File: config.mk
export PLATFORM = sky130hd
export DESIGN_NAME = lfsr_gen
export DESIGN_NICKNAME = d
export VERILOG_FILES = /design/src/rtl/lfsr_pkg.sv /design/src/rtl/lfsr_fb.sv /design/src/rtl/lfsr_zero_det.sv /design/src/rtl/lfsr_gen.sv
export SDC_FILE = /design/constraint.sdc
export NUM_CORES = 1
export LEC_CHECK = 0
export CORE_AREA = 2 2 39 41
export DETAILED_ROUTE_END_ITERATION = 6
export DIE_AREA = 0 0 41 43
export SYNTH_ARGS = -nofsm -noshare
export SYNTH_HDL_FRONTEND = slang
export SYNTH_SLANG_ARGS = --single-unit
File: constraint.sdc
create_clock -name clk_i -period 1.2 [get_ports clk_i]
set_input_delay 0.24 -clock clk_i [delete_from_list [all_inputs] [get_ports clk_i]]
set_output_delay 0.24 -clock clk_i [all_outputs]
set_load 0.01 [all_outputs]
File: src/rtl/lfsr_pkg.sv
package lfsr_pkg;
  typedef enum logic {
    FB_XOR  = 1'b0,
    FB_XNOR = 1'b1
  } fb_mode_e;
endpackage

File: src/rtl/lfsr_fb.sv
module lfsr_fb #(
  parameter int unsigned WIDTH = 3,
  parameter logic [WIDTH-1:0] TAP_MASK = 3'b011
) (
  input  logic [WIDTH-1:0] q_i,
  output logic             fb_o
);
  logic [WIDTH:0] par;
  assign par[0] = 1'b0;
  for (genvar i = 0; i < WIDTH; i++) begin : g_tap
    if (TAP_MASK[i]) begin : g_on
      assign par[i+1] = par[i] ^ q_i[i];
    end else begin : g_off
      assign par[i+1] = par[i];
    end
  end
  assign fb_o = par[WIDTH];
endmodule

File: src/rtl/lfsr_zero_det.sv
module lfsr_zero_det #(
  parameter int unsigned WIDTH = 3
) (
  input  logic [WIDTH-1:0] q_i,
  output logic             zero_o
);
  logic [WIDTH:0] any;
  assign any[0] = 1'b0;
  for (genvar i = 0; i < WIDTH; i++) begin : g_or
    assign any[i+1] = any[i] | q_i[i];
  end
  assign zero_o = ~any[WIDTH];
endmodule

File: src/rtl/lfsr_gen.sv
module lfsr_gen #(
  parameter int unsigned WIDTH = 3,
  parameter logic [WIDTH-1:0] TAP_MASK = 3'b011
) (
  input  logic             clk_i,
  input  logic             rst_ni,
  input  logic             load_i,
  input  logic [WIDTH-1:0] seed_i,
  input  logic             adv_i,
  input  logic             xnor_i,
  output logic [WIDTH-1:0] word_o,
  output logic             lock_err_o
);
  import lfsr_pkg::*;

  localparam logic [WIDTH-1:0] RST_STATE = '1;

  fb_mode_e        mode;
  logic [WIDTH-1:0] inv_w;
  logic [WIDTH-1:0] q_r, q_nxt;
  logic             fb;
  logic             q_zero;

  assign mode  = fb_mode_e'(xnor_i);
  // XNOR stream is the complement of the XOR stream (even tap count)
  assign inv_w = {WIDTH{mode == FB_XNOR}};

  lfsr_fb #(.WIDTH(WIDTH), .TAP_MASK(TAP_MASK)) fb_i (
    .q_i (q_r),
    .fb_o(fb)
  );

  lfsr_zero_det #(.WIDTH(WIDTH)) zdet_i (
    .q_i   (q_r),
    .zero_o(q_zero)
  );

  always_comb begin
    q_nxt = q_r;
    if (load_i)     q_nxt = seed_i ^ inv_w;
    else if (adv_i) q_nxt = {fb, q_r[WIDTH-1:1]};
  end

  always_ff @(posedge clk_i or negedge rst_ni) begin
    if (!rst_ni) q_r <= RST_STATE;
    else         q_r <= q_nxt;
  end

  assign word_o     = q_r ^ inv_w;
  assign lock_err_o = q_zero;
endmodule

## Yosys cells after proc, flatten, opt, wreduce, memory -nomap -nowiden

Cells that the tools add are included.

| word-level totals | value |
|---|---|
| flip-flop bits (word level) | 3 |
| input bits | 8 |
| output and inout bits | 4 |
| logic and storage cells | 10 |

| operators by class | value |
|---|---|
| muxes and demuxes | 2 |
| bitwise operators | 6 |
| reductions and logical operators | 1 |

Operator list:

| cell | number |
|---|---|
| $mux W3 | 2 |
| $xor A3 B3 Y3 | 2 |
| $or A1 B1 Y1 | 2 |
| $reduce_bool A2 Y1 | 1 |
| $not A1 Y1 | 1 |
| $xor A1 B1 Y1 | 1 |

## Longest topological paths before layout

Gate-level depths: netlist of run 1.

| logic depth | value |
|---|---|
| word-level depth | 3 |
| mapped depth | 4 |
| gate-level depth less buffers | 4 |

## Cells and area by module

A second synthesis of run 1 with hierarchy kept.

| second synthesis, totals | value |
|---|---|
| cells, all modules | 18 |
| area, all modules | 221.5 um^2 |

By module, submodules not included:

| module | times used | cells each | area each (um^2) | sequential area each (um^2) |
|---|---|---|---|---|
| lfsr_gen | 1 | 16 | 202.7 | 78.8 |
| lfsr_zero_det | 1 | 1 | 10.0 | 0.0 |
| lfsr_fb | 1 | 1 | 8.8 | 0.0 |

## Least setup slack after synthesis of run 1

OpenSTA, ideal clock, no wires.

| timing path | value |
|---|---|
| path kind | register to output |
| start point | register q_r[0] |
| end point | output lock_err_o |
| arrival time | 0.878 ns |
| required time | 0.960 ns |
| slack | 0.082 ns |
| stages on the path, launching flop included | 4 |
| path buffers | 0 |
| cell sequence | dfstp_2 > inv_1 > ha_1 > nor2b_1 |

| between the ends | value |
|---|---|
| cells in the longest elaborated chain, start to end | 3 |

Ends and longest elaborated chain:

| what | line | source |
|---|---|---|
| from (decl) | lfsr_gen.sv:20 | `logic [WIDTH-1:0] q_r, q_nxt;` |
| from (signal assigned) | lfsr_gen.sv:46 | `else q_r <= q_nxt;` |
| $or A1 B1 Y1 (2 in series) | lfsr_zero_det.sv:10 | `assign any[i+1] = any[i] \| q_i[i];` |
| $not A1 Y1 | lfsr_zero_det.sv:12 | `assign zero_o = ~any[WIDTH];` |
| to (decl) | lfsr_gen.sv:12 | `output logic lock_err_o` |

No other way between the ends.

## Worst setup path after layout of run 1

Ends and elaborated chain as after synthesis.

==> results.txt, run 1 <==
status -> finished, violations left
failing checks -> negative setup slack
Crit path max-delay family -> flip-flops
YS warnings -> 0
Total Wirelength -> 453 µm
Syn Area/Cell -> 11.4 µm²
#FFs+latches synth -> 3
Gate Count Post-Synth -> 20
layout net count -> 48
synth-to-layout area growth -> 68.3%
maxcap violations -> 0
leakage power -> 0.000184 µW
clock tree sinks -> 3
critical path launch point type -> flip-flop
Via density -> 3.91
Critical Path Slowest Stage Cell -> dfstp_2
number of flip-flops in the largest register -> 3
first-pass GRT wire length -> 814 µm
port bufs -> 11
residual DRC count -> 0
Cell Area, Placed -> 363 µm²
storage element area -> 78.8 µm²
critical path fanouts, max -> 2
kind of end point of the critical path -> output port
Die Area -> 1760 µm²
io pins -> 12
met2 usage -> 9.06%
Pwr per Cell Area -> 1390 nW/µm²
ANT cells -> 0
global route overflow -> 0
Initial Utilization -> 16.5%
RSZ-0062 raised after global routing -> yes
Slew Limit Fails -> 0
vias in the first global route -> 200
post-route ant nets -> 0
Setup Crit Path Kind -> flip-flop to output port
Avg WL per Cell -> 8.39 µm
share of cells above drive strength 1 -> 42.1%
Design Area, Final -> 385 µm²
fmax -> 702 MHz
total track usage -> 7.53%
Horiz. Die Dim -> 41 µm
M3 GR Usage -> 6.28%
fill count -> 153
Core ar. -> 1380 µm²
relative slew slack -> 89.1%
setup slack at placement -> -0.581 ns
Bufs and invs on worst path -> 2
DR iter-0 viols -> 0
Tcrit/Tclk final -> 119%
clock buffer depth -> 2
Final Hold Fails -> 0
die height -> 43 µm
syn nets -> 29
Hold Path Class -> input pin to asynchronous set/reset pin
worst hold margin -> 0.375 ns
Reg clk slew, reported paths -> 0.04 ns
worst skew pair latency -> 0.24 ns
FP Rows -> 14
worst endpoint required time -> 0.96 ns
critical path arrival -> 1.19 ns
GRT Max-Usage Layer -> met2
CTS root buf -> clkbuf_4
total chip power -> 536 µW
largest net degree at the start of global routing -> 5
biggest regs -> q_r: 3 flops
antenna violations before repair -> 0
Top reg by flops -> q_r
peak supply drop -> 0.000681 V
Post-Route Setup TNS -> -0.685 ns
most frequent cells in the layout -> mux2i_1 (6), clkdlybuf4s50_1 (6), buf_2 (4), buf_4 (4)
DR vias -> 211
min Tclk post-route -> 1.43 ns
cells along the critical path -> inv_2, ha_2, nor2b_1, buf_2
grt met1 use -> 8.04%
H-tree depth -> 1
GPL Wtd Cong -> 0.663
slowest stage delay, CP -> 0.52 ns
hold buffers post-CTS -> 0
TritonRoute pass-1 iters -> 1
sequential fraction of the synthesis area -> 34.4%
CTS tree -> built
CTS Buf Count -> 3
Worst-Margin Slew -> 0.160 ns
post-route clock skew -> 0.00329 ns
PnR worst setup slack -> -0.225 ns
count of cell types in the netlist -> 8
Multi-input gate area -> 134 µm²
# setup viols final -> 4
Synth Cell Area -> 229 µm²
## repair_timing
action | CTS | global route
setup endpoints to repair | 5 | 4
buffers inserted | 2 | 0
resized for setup | 19 | 0
## through the flow
stage | utilization, % | instances
floorplan | - | 20
global placement | 26.2 | 48
detailed placement | 26.2 | 48
CTS | 27.8 | 54
global route | 27.8 | 54
finish | 27.8 | 54
## path summary, 6_finish.rpt
path	depth (start not counted)	from	slack [ns]	endpoint
max	4	q_r[0]	-0.23	lock_err_o
min	1	rst_ni	0.37	q_r[1]
max reg2reg	4	q_r[0]	0.06	q_r[2]
min reg2reg	3	q_r[1]	0.71	q_r[1]
max in group asynchronous	1	rst_ni	0.80	q_r[0]
min in group clk_i	3	seed_i[2]	0.62	q_r[2]
## final cells by class
cell class	count	area share (%)
inverters	2	1.95
well taps	16	5.19
repair buffers	15	30.8
multi-input cells	14	34.7
clock buffers	4	6.82
flip-flops and latches	3	20.5
## synthesized netlist by cell type
cell type  count  area (µm²)
buf_6          1        11.3
dfstp_2        3        78.8
ha_1           1        12.5
inv_1          2        7.51
mux2i_1        6        60.1
nor2b_1        1        6.26
xnor2_1        3        26.3
xor2_1         3        26.3
## metal layers
metal / wire length, µm / up-vias
met5: 0 / -
met4: 19 / 0
met3: 74 / 3
met2: 200 / 12
met1: 159 / 95
li1: - / 101
## logic make-up after synthesis
logic type,count (synthesis),share of synthesized area (%)
xor+xnor,6,23.0
fa+ha+maj,1,5.46
buf+inv,3,8.20
flops,3,34.4
mux,6,26.2
simple gates,1,2.73
## power by group
group	internal, µW	switching [µW]
clock	125	57.3
combinational	114	88.4
sequential	138	13.1
total	377	159
Note: power is estimated with default switching activity, not from simulation.
==> run 2, diff against run 1 <==
--- a/config.mk
+++ b/config.mk
@@ -6,6 +6,7 @@
 export NUM_CORES = 1
 export LEC_CHECK = 0
 export CORE_AREA = 2 2 39 41
+export CTS_CLUSTER_SIZE = 16
 export DETAILED_ROUTE_END_ITERATION = 6
 export DIE_AREA = 0 0 41 43
 export SYNTH_ARGS = -nofsm -noshare
==> results of run 2 <==
Same layout as run 1: the final DEF is identical, and so are final timing and power.
